[config.mk]
export PLATFORM = sky130hd
export DESIGN_NAME = intr_state_regs
export DESIGN_NICKNAME = d
export VERILOG_FILES = /design/src/rtl/intr_state_pkg.sv /design/src/rtl/ist_access_check.sv /design/src/rtl/ist_imm_next.sv /design/src/rtl/ist_fs_update.sv /design/src/rtl/intr_state_regs.sv
export SDC_FILE = /design/constraint.sdc
export NUM_CORES = 1
export LEC_CHECK = 0
export ABC_CLOCK_PERIOD_IN_PS = 2500
export BUFFER_PORTS_ARGS = -buffer_cell sky130_fd_sc_hd__buf_2
export CORE_MARGIN = 2
export CORE_UTILIZATION = 44
export CTS_BUF_LIST = sky130_fd_sc_hd__clkbuf_4 sky130_fd_sc_hd__clkbuf_8 sky130_fd_sc_hd__clkbuf_16
export CTS_CLUSTER_SIZE = 40
export DETAILED_ROUTE_END_ITERATION = 10
export PLACE_DENSITY_LB_ADDON = 0.3
export SLEW_MARGIN = 15
export SYNTH_ARGS = -nofsm -noshare
export SYNTH_HDL_FRONTEND = slang
export SYNTH_SLANG_ARGS = --single-unit
[constraint.sdc]
create_clock -name clk -period 2.5 [get_ports clk]
set_input_delay 0.5 -clock clk [delete_from_list [all_inputs] [get_ports clk]]
set_output_delay 0.5 -clock clk [all_outputs]
set_load 0.02 [all_outputs]
[src/rtl/intr_state_pkg.sv]
// Package: shared encodings for the interruption state registers.
// Assumes: a select code and a fault-kind code arrive as plain vectors at the top.
package intr_state_pkg;

    typedef enum logic [1:0] {
        SEL_FSTATE = 2'd0,
        SEL_IMMED  = 2'd1,
        SEL_HASH   = 2'd2,
        SEL_NONE   = 2'd3
    } reg_sel_e;

    typedef enum logic [2:0] {
        EVK_PLAIN     = 3'd0,
        EVK_CHECK     = 3'd1,
        EVK_BREAK     = 3'd2,
        EVK_BR_BREAK  = 3'd3,
        EVK_INTERCEPT = 3'd4
    } evt_kind_e;

endpackage

[src/rtl/ist_access_check.sv]
// Module: decides whether a register-port access is allowed or faults.
// Assumes: privilege level 0 is the most privileged level. A privilege
// failure hides a collection-flag failure.
module ist_access_check #(
    parameter int PRIV_W = 2
) (
    input  logic              acc_valid,
    input  logic [PRIV_W-1:0] acc_priv,
    input  logic              ic_on,
    output logic              flt_priv,
    output logic              flt_illegal,
    output logic              acc_ok
);
    logic top_level;

    // Classify the access into privileged fault, illegal fault or allowed.
    always_comb begin
        top_level   = (acc_priv == '0);
        flt_priv    = acc_valid && !top_level;
        flt_illegal = acc_valid && top_level && ic_on;
        acc_ok      = acc_valid && top_level && !ic_on;
    end
endmodule

[src/rtl/ist_imm_next.sv]
// Module: computes the immediate-register load caused by an interruption event.
// Assumes: evt_kind follows evt_kind_e; unknown kinds leave the register alone.
module ist_imm_next
    import intr_state_pkg::*;
#(
    parameter int DATA_W = 64,
    parameter int IMM_W  = 21
) (
    input  logic              evt_valid,
    input  logic [2:0]        evt_kind,
    input  logic [IMM_W-1:0]  evt_imm,
    input  logic [DATA_W-1:0] evt_cause,
    output logic              imm_load,
    output logic [DATA_W-1:0] imm_value
);
    localparam int PAD_W = DATA_W - IMM_W;

    // Select the new immediate value from the fault kind.
    always_comb begin
        imm_load  = 1'b0;
        imm_value = '0;
        if (evt_valid) begin
            case (evt_kind_e'(evt_kind))
                EVK_CHECK, EVK_BREAK: begin
                    imm_load  = 1'b1;
                    imm_value = {{PAD_W{1'b0}}, evt_imm};
                end
                EVK_BR_BREAK: begin
                    imm_load  = 1'b1;
                    imm_value = '0;
                end
                EVK_INTERCEPT: begin
                    imm_load  = 1'b1;
                    imm_value = evt_cause;
                end
                default: begin
                    imm_load  = 1'b0;
                    imm_value = '0;
                end
            endcase
        end
    end
endmodule

[src/rtl/ist_fs_update.sv]
// Module: next-state logic of the function-state register (frame marker, valid flag).
// Assumes: wr_fs is already cleared when an event or a fault blocks the write.
// Order: event clear, then cover, then software write.
module ist_fs_update #(
    parameter int FRAME_W = 38
) (
    input  logic               evt_valid,
    input  logic               ic_on,
    input  logic               cov_valid,
    input  logic [FRAME_W-1:0] cov_frame,
    input  logic               wr_fs,
    input  logic [FRAME_W-1:0] wr_frame,
    input  logic               wr_valid,
    input  logic [FRAME_W-1:0] frame_q,
    input  logic               valid_q,
    output logic [FRAME_W-1:0] frame_d,
    output logic               valid_d
);
    // Pick the function-state update source by priority.
    always_comb begin
        frame_d = frame_q;
        valid_d = valid_q;
        if (evt_valid && ic_on) begin
            valid_d = 1'b0;
        end else if (cov_valid && !ic_on) begin
            frame_d = cov_frame;
            valid_d = 1'b1;
        end else if (wr_fs) begin
            frame_d = wr_frame;
            valid_d = wr_valid;
        end
    end
endmodule

[src/rtl/intr_state_regs.sv]
// Module: the three interruption state registers with their access port,
// event updates, cover request and return-path outputs.
// Assumes: synchronous active-low reset; reads are combinational, writes take effect
// at the next edge. An event in a cycle drops that cycle's software write.
module intr_state_regs
    import intr_state_pkg::*;
#(
    parameter int DATA_W   = 64,
    parameter int FRAME_W  = 38,
    parameter int IMM_W    = 21,
    parameter int PRIV_W   = 2,
    parameter int HASH_LSB = 2
) (
    input  logic               clk,
    input  logic               rst_n,
    input  logic               acc_valid,
    input  logic               acc_write,
    input  logic [1:0]         acc_sel,
    input  logic [PRIV_W-1:0]  acc_priv,
    input  logic               ic_on,
    input  logic [DATA_W-1:0]  acc_wdata,
    output logic [DATA_W-1:0]  acc_rdata,
    output logic               flt_illegal,
    output logic               flt_priv,
    input  logic               evt_valid,
    input  logic [2:0]         evt_kind,
    input  logic [IMM_W-1:0]   evt_imm,
    input  logic [DATA_W-1:0]  evt_cause,
    input  logic [DATA_W-1:0]  evt_hash_addr,
    input  logic               cov_valid,
    input  logic [FRAME_W-1:0] cov_frame,
    output logic [FRAME_W-1:0] rfi_frame,
    output logic               rfi_valid
);
    localparam int RSV_W  = DATA_W - 1 - FRAME_W;
    localparam int HASH_W = DATA_W - HASH_LSB;

    logic               acc_ok;
    logic               wr_en, wr_fs, wr_imm, wr_hash;
    logic [FRAME_W-1:0] fs_frame_q, fs_frame_d;
    logic               fs_valid_q, fs_valid_d;
    logic [DATA_W-1:0]  imm_q, imm_value;
    logic               imm_load;
    logic [HASH_W-1:0]  hash_q;
    logic               unused_bits;

    assign unused_bits = ^{evt_hash_addr[HASH_LSB-1:0], acc_wdata[HASH_LSB-1:0],
                           acc_wdata[DATA_W-2:FRAME_W]};

    ist_access_check #(.PRIV_W(PRIV_W)) u_acc (
        .acc_valid   (acc_valid),
        .acc_priv    (acc_priv),
        .ic_on       (ic_on),
        .flt_priv    (flt_priv),
        .flt_illegal (flt_illegal),
        .acc_ok      (acc_ok)
    );

    // Gate software writes: allowed access, write, no event in the same cycle.
    always_comb begin
        wr_en   = acc_ok && acc_write && !evt_valid;
        wr_fs   = wr_en && (reg_sel_e'(acc_sel) == SEL_FSTATE);
        wr_imm  = wr_en && (reg_sel_e'(acc_sel) == SEL_IMMED);
        wr_hash = wr_en && (reg_sel_e'(acc_sel) == SEL_HASH);
    end

    ist_imm_next #(.DATA_W(DATA_W), .IMM_W(IMM_W)) u_imm (
        .evt_valid (evt_valid),
        .evt_kind  (evt_kind),
        .evt_imm   (evt_imm),
        .evt_cause (evt_cause),
        .imm_load  (imm_load),
        .imm_value (imm_value)
    );

    ist_fs_update #(.FRAME_W(FRAME_W)) u_fs (
        .evt_valid (evt_valid),
        .ic_on     (ic_on),
        .cov_valid (cov_valid),
        .cov_frame (cov_frame),
        .wr_fs     (wr_fs),
        .wr_frame  (acc_wdata[FRAME_W-1:0]),
        .wr_valid  (acc_wdata[DATA_W-1]),
        .frame_q   (fs_frame_q),
        .valid_q   (fs_valid_q),
        .frame_d   (fs_frame_d),
        .valid_d   (fs_valid_d)
    );

    // Function-state register.
    always_ff @(posedge clk) begin
        if (!rst_n) begin
            fs_frame_q <= '0;
            fs_valid_q <= 1'b0;
        end else begin
            fs_frame_q <= fs_frame_d;
            fs_valid_q <= fs_valid_d;
        end
    end

    // Immediate register: event load first, software write otherwise.
    always_ff @(posedge clk) begin
        if (!rst_n) begin
            imm_q <= '0;
        end else if (imm_load) begin
            imm_q <= imm_value;
        end else if (wr_imm) begin
            imm_q <= acc_wdata;
        end
    end

    // Hash-address register, upper bits only.
    always_ff @(posedge clk) begin
        if (!rst_n) begin
            hash_q <= '0;
        end else if (evt_valid && ic_on) begin
            hash_q <= evt_hash_addr[DATA_W-1:HASH_LSB];
        end else if (wr_hash) begin
            hash_q <= acc_wdata[DATA_W-1:HASH_LSB];
        end
    end

    // Read mux: selected register view, zero unless the access is allowed.
    always_comb begin
        acc_rdata = '0;
        if (acc_ok) begin
            case (reg_sel_e'(acc_sel))
                SEL_FSTATE: acc_rdata = {fs_valid_q, {RSV_W{1'b0}}, fs_frame_q};
                SEL_IMMED:  acc_rdata = imm_q;
                SEL_HASH:   acc_rdata = {hash_q, {HASH_LSB{1'b0}}};
                default:    acc_rdata = '0;
            endcase
        end
    end

    assign rfi_frame = fs_frame_q;
    assign rfi_valid = fs_valid_q;
endmodule

* Word-level counts from Yosys, hierarchy flattened
Index checks and enable logic that the tools add are counted.
** Operators by class
- Eq/ne operators :: 6
- Multiplexer cells :: 14
- Bitwise gates (word level) :: 2
- Reduce and logical (&&, ||, !) cells :: 23
** Operators with widths (count)
- $mux W64 :: 4
- $pmux W64 S3 :: 1
- $pmux W64 S2 :: 1
- $mux W62 :: 2
- $mux W38 :: 2
- $logic_and A1 B1 Y1 :: 11
- $eq A3 B2 Y1 const B :: 2
- $reduce_bool A2 Y1 :: 3
- $logic_not A2 Y1 :: 2
- $mux W1 :: 4
- $reduce_or A2 Y1 :: 2
- $reduce_or A4 Y1 :: 1
- $eq A3 B1 Y1 const B :: 1
- $eq A3 B3 Y1 const B :: 1
- $logic_not A1 Y1 :: 3
- $eq A2 B1 Y1 const B :: 1
- $eq A2 B2 Y1 const B :: 1
- $not A1 Y1 :: 2
- $reduce_and A2 Y1 :: 1
** Word-level totals
- Register bits after elaboration :: 165
- Input bits :: 265
- Logic and storage cells :: 49

* Depth between registers and ports, before layout
Gate-level depths: netlist of the first run.
- Depth after elaboration :: 8
- Gate-level depth with buffers :: 7
- Mapped depth without buffers :: 4

* Cells and area by module
From an unflattened synthesis of the first run, not the netlist that was laid out.
** Unflattened totals
- Cells, all modules :: 1269
- Area, all modules :: 11476.0 um2
** Modules (own cells, without submodules)
- intr_state_regs :: times used 1, cells each 933, area each 9157.5 um2, sequential area each 3303.2 um2
- ist_imm_next :: times used 1, cells each 158, area each 1332.5 um2, sequential area each 0.0 um2
- ist_fs_update :: times used 1, cells each 175, area each 950.9 um2, sequential area each 0.0 um2
- ist_access_check :: times used 1, cells each 3, area each 35.0 um2, sequential area each 0.0 um2

* Least setup slack after synthesis of the first run
OpenSTA, ideal clock, no wires.
- Kind :: input-to-output
- Start :: input port acc_sel[1]
- End :: output port acc_rdata[30]
- Arrival :: 2.131 ns
- Setup slack :: -0.131 ns
- Stages :: 7
- Buffers on the path :: 3
- Cells stage by stage :: buf_2 -> buf_1 -> buf_1 -> mux2i_1 -> nor2_1 -> a21oi_1 -> nor2_1
** Between the ends
- Word-level cells in the longest chain between the ends :: 3
- Elaborated cells on any way between the ends :: 5
** Ends and longest elaborated chain
- start, declared :: RTL line intr_state_regs.sv:18 : input logic [1:0] acc_sel,
- $eq A2 B2 Y1, or another cell as far along :: RTL line intr_state_regs.sv:127 : case (reg_sel_e'(acc_sel))
- $pmux W64 S3 * :: RTL line intr_state_regs.sv:127
- $mux W64 * :: RTL line intr_state_regs.sv:126 : if (acc_ok) begin
- end, declared :: RTL line intr_state_regs.sv:22 : output logic [DATA_W-1:0] acc_rdata,
Every way passes the cells marked *; elsewhere a longest branch is shown, timed or not.

* Final worst setup path of the first run
- Start :: input port ic_on
- End :: output port acc_rdata[41]
** Between the ends
- Word-level cells in the longest chain between the ends :: 3
** Ends and longest elaborated chain
- start, declared :: RTL line intr_state_regs.sv:20 : input logic ic_on,
- $logic_not A1 Y1 :: RTL line ist_access_check.sv:21 : acc_ok = acc_valid && top_level && !ic_on;
- $logic_and A1 B1 Y1 :: RTL line ist_access_check.sv:21
- $mux W64 :: RTL line intr_state_regs.sv:126
Every way passes these cells.

==> impl_metrics.ini, run 1 <==
[setup_path]
r2r_start = imm_q[44]
reg2reg_to = imm_q[44]
critPathLaunch = ic_on
crit_required_ns = 2.00
crit_end = acc_rdata[41]
crit_path_start_kind = input port
rrSetupSlack_ns = 1.69
reg2reg_depth = 2
cp-end-kind = primary output
crit_type = input port to primary output
critPathMaxFanout = 32
cp.arrival_ns = 1.93

[placed_design]
portBuffers = 367
dp_hpwl_um = 22200
gp_congestion = 0.883

[detailed_routing]
vias = 9848
firstDrtPassIters = 8
vias_per_cell = 5.95
drt_wl_total_um = 33100
drt-initial-drc-count = 746
route.detailed.drc = 0
wl_per_cell_um = 20.0
drtAntennaViolNets = 0

[cts]
cts_buffer_depth = 2
cts_setup_buffers = 0
ctsHoldBuffers = 0
cts_tree = yes
cts_root_buf = clkbuf_16
numCtsBuffers = 17
clock_latency_ns = 0.43
clock_sinks = 165
clk_pin_slew_ns = 0.07
cts_resized = 0
htreeDepth = 4

[floorplan]
die_y_um = 146
ios = 370
die_width_um = 146
dieArea_mm2 = 0.0213
fp-row-count = 51
start_util = 0.452
coreArea_mm2 = 0.0197

[min_path]
hold_path_depth = 2
worstHoldPathType = input port to flip-flop
hp-start = acc_wdata[1]

[synth]
synth_seq_cells = 165
synth_edf_count = 0
synthFlopType = dfxtp_1
syn_nets = 1339
syn_area_mm2 = 0.00888
syn_area_per_cell_um2 = 8.27
syn_inst = 1074
synthArstFlopShare = 0
synth_warnings = 0
synth_cell_types = 31
yosysSeqAreaShare = 0.372

[grt]
grt_pass1_wl_um = 51100
grt_pass1_vias = 9403
grt_max_degree = 76
antenna_found_initial = 0
grtUsageTotal = 0.298
overflow = 0

[sta]
final.min_clock_period_ns = 2.43
fmax_ghz = 0.411
setup_viol = 0
skew_ns = 0
max-slew-margin-rel = 0.441
finalHoldViolCount = 0
post-route-period-util = 0.973
rsz0062_at_grt = false
max_slew.worst_pin.slew_ns = 0.839
fin_tns_setup_ns = 0
slew_viol_final = 0

[pwr]
peakVddDrop_uv = 453
total_power_w = 0.00695
cellPowerDensity_mw_per_mm2 = 592
p_leak_nw = 6.28

[cells_and_area]
fill_cells = 1809
syn_to_final_growth_pct = 32.1
utilization = 0.597
nNetsFinal = 1641
drive_above_1_share = 0.326

[run_status]
status = completed

[run]
drv_cap = 0
==> worst max-delay path, stage by stage <==
cell and delay [ns]:
buf_2 0.10, or4b_4 0.70, buf_12 0.25, nor2_1 0.17, buf_2 0.19
==> logic make-up after synthesis <==
| group | after synthesis | synth area share |
|---|---|---|
| multiplexers | 77 | 0.0868 |
| buffers and inverters | 126 | 0.0564 |
| AND/OR/NAND/NOR | 364 | 0.178 |
| flip-flops | 165 | 0.372 |
| XOR/XNOR | 1 | 0.000987 |
| AO/OA/AOI/OAI | 341 | 0.306 |
==> how the worst min path moves through the flow <==
stage | slack [ns] | end
6_report | 0.31 | imm_q[1]
3_3_place_gp | 0.47 | imm_q[3]
4_1_cts | 0.30 | imm_q[1]
2_1_floorplan | 0.45 | imm_q[0]
5_1_grt | 0.31 | imm_q[1]
3_5_place_dp | 0.47 | imm_q[12]
==> Yosys cell counts (all sizes together), types with 3 or more instances <==
library cell | number | area, um^2
nand3 | 124 | 621
a22oi | 68 | 510
o211a | 100 | 1000
mux2i | 77 | 771
nor3 | 3 | 15.0
nand2 | 103 | 387
buf | 33 | 151
o31ai | 43 | 323
a21oi | 80 | 400
clkbuf | 91 | 342
a32oi | 21 | 184
a221o | 21 | 210
nor2 | 123 | 462
dfxtp | 165 | 3300
==> metrics by stage <==
stage	instance area, um^2	setup WS [ns]	hold slack (ns)	cells
detailed placement	11100	0.00872	0.473	1622
floorplan	8880	0.0399	0.455	1074
global placement	11100	0.0367	0.469	1622
CTS	11700	0.0689	0.302	1653
finish	11700	0.0677	0.310	1654
global route	11700	0.0194	0.313	1653
==> sequential cells by signal (all words and copies together) (netlist names) <==
name / count
hash_q: 62
imm_q: 64
rfi_frame: 38
rfi_valid: 1
==> metal layers <==
layer,part of all wire,track usage,routed length (um)
met1,0.41,0.388,13500
met5,0,0,0
met4,0.034,0.123,1120
met3,0.081,0.0475,2690
met2,0.48,0.495,15800
==> where the power goes <==
part           leakage (nW)  internal [W]  switching, W
clock                 0.291       0.00161       0.00114
sequential             1.36       0.00281      0.000106
combinational          4.63      0.000551      0.000736
==> layout make-up <==
class	count	area, um^2	share of cell area
sequential	165	3300	0.282
antenna	1	2.50	0.000213
multi-input combinational	783	5130	0.438
tap	265	332	0.0283
clock buffer	18	439	0.0375
timing repair buffer	407	2340	0.200
inverter	2	7.51	0.000640
clock inverter	13	170	0.0145
==> layout by cell type (no fill, tap or decap), drive strengths merged, types with 2 or more instances in the layout <==
cell / instances
dfxtp: 165
nand2: 103
o41ai: 2
nor3b: 2
a32oi: 21
nor2b: 2
o31ai: 43
mux2i: 77
a22oi: 68
o211a: 100
nand3: 124
a221o: 21
clkinvlp: 3
nor3: 3
o21a: 2
a21oi: 80
nand2b: 2
inv: 8
and2: 2
buf: 407
clkbuf: 18
nor2: 123
bufinv: 3
(Power assumes the default switching activity.)
==> run 2: changes to the inputs <==
--- a/config.mk
+++ b/config.mk
@@ -13,6 +13,7 @@
 export CTS_CLUSTER_SIZE = 40
 export DETAILED_ROUTE_END_ITERATION = 10
 export PLACE_DENSITY_LB_ADDON = 0.3
+export REMOVE_ABC_BUFFERS = 1
 export SLEW_MARGIN = 15
 export SYNTH_ARGS = -nofsm -noshare
 export SYNTH_HDL_FRONTEND = slang
==> run 2 against run 1 <==
  * Routed wire length rose by 0.38%
  * Cell count is 1.1% higher
  * Critical endpoint is now acc_rdata[1]
  * Combinational power barely moved
  * Critical path depth stayed put
  * Critical path type unchanged
==> impl_metrics.ini, run 2 (synthesis gave the netlist of run 1 again) <==
[pwr]
peakVddDrop_uv = 419
cellPowerDensity_mw_per_mm2 = 571
p_leak_nw = 6.35

[grt]
grt_max_degree = 101
overflow = 0
grtUsageTotal = 0.296
antenna_found_initial = 3
grt_pass1_wl_um = 50600
grt_pass1_vias = 9454

[detailed_routing]
route.detailed.drc = 0
vias = 9927
drt_wl_total_um = 33200
drt-initial-drc-count = 718
drtAntennaViolNets = 0
wl_per_cell_um = 19.8
firstDrtPassIters = 5
vias_per_cell = 5.93

[sta]
rsz0062_at_grt = false
finalHoldViolCount = 0
setup_viol = 0
final.min_clock_period_ns = 2.43
max-slew-margin-rel = 0.323
fmax_ghz = 0.411
holdWs_ns = 0.332
fin_tns_setup_ns = 0
post-route-period-util = 0.973
skew_ns = 0
slew_viol_final = 0
max_slew.worst_pin.slew_ns = 1.01

[setup_path]
crit_required_ns = 2.00
crit_type = input port to primary output
cp-end-kind = primary output
critPathMaxFanout = 25
cp.arrival_ns = 1.93
crit_path_start_kind = input port

[floorplan]
dieArea_mm2 = 0.0213
ios = 370
start_util = 0.452
die_y_um = 146
die_width_um = 146
coreArea_mm2 = 0.0197
fp-row-count = 51

[cts]
clk_pin_slew_ns = 0.07
cts_setup_buffers = 0
cts_tree = yes
cts_buffer_depth = 2
ctsHoldBuffers = 0
htreeDepth = 4
clock_sinks = 165
clock_latency_ns = 0.43
cts_resized = 0
cts_root_buf = clkbuf_16
numCtsBuffers = 17

[cells_and_area]
final_common_cell = buf_2
drive_above_1_share = 0.336
multi_input_area_mm2 = 0.00514
fill_cells = 1805
nNetsFinal = 1658
regArea_mm2 = 0.00330
utilization = 0.603
layout_common_cells = 366 x buf_2, 165 x dfxtp_1, 124 x nand3_1
stdcell_area_mm2 = 0.0118
syn_to_final_growth_pct = 33.4
largest_register = imm_q
largest_reg_flops = 64

[placed_design]
gp_congestion = 0.878
dp_hpwl_um = 22600
portBuffers = 367
placed_area_mm2 = 0.0112

[run]
drv_cap = 0

[run_status]
status = completed

[min_path]
worstHoldPathType = input port to flip-flop
run 2: changes by cell type in the layout (fill, tap and decap cells not counted):
| cell | change |
|---|---|
| diode_2 | +1 |
| clkinv_4 | +2 |
| xor2_1 | -1 |
| xor2_2 | +1 |
| inv_6 | -3 |
| clkbuf_8 | -1 |
| buf_4 | +15 |
| bufinv_16 | -2 |
| clkbuf_4 | +2 |
| buf_12 | +2 |
| inv_8 | +1 |
| clkinvlp_4 | +1 |
| clkinv_2 | +1 |
run 2: path summary, 6_finish.rpt:
path	start	to	slack (ns)	cells after the start
max	acc_priv[0]	acc_rdata[1]	0.07	5
min	acc_wdata[1]	imm_q[1]	0.33	2
max reg2reg	imm_q[34]	imm_q[34]	1.73	2
min reg2reg	imm_q[8]	imm_q[8]	0.49	1
run 2: metal layers:
metal	track usage	vias to the layer above	wire length, um
met2	0.500	592	16000
met1	0.372	4635	13200
met5	0	-	0
li1	-	4640	-
met3	0.0556	60	2970
met4	0.121	0	995
run 2: per-stage QoR:
step           cells  total power [W]  setup slack [ns]
2_1_floorplan    950          0.00358             -3.12
3_3_place_gp    1635          0.00424            0.0910
3_5_place_dp    1635          0.00427            0.0313
4_1_cts         1667          0.00679            0.0222
5_1_grt         1672          0.00705            0.0557
6_report        1673          0.00677            0.0677
run 2: power by group:
part	internal, W	switching [W]
Combinational	0.000570	0.000741
Sequential	0.00281	0.000105
Clock	0.00141	0.00114
run 2: final cells by class:
class                      count  share of cell area
tap                          265              0.0280
sequential                   165               0.279
inverter                       2            0.000634
clock buffer                  19              0.0372
timing repair buffer         424               0.210
clock inverter                13              0.0106
multi-input combinational    783               0.434
antenna                        2            0.000423
run 2: worst max-delay path: stages:
cell    delay, ns
buf_2        0.11
or4b_4       0.61
buf_12       0.19
nor3_1       0.27
buf_2        0.22
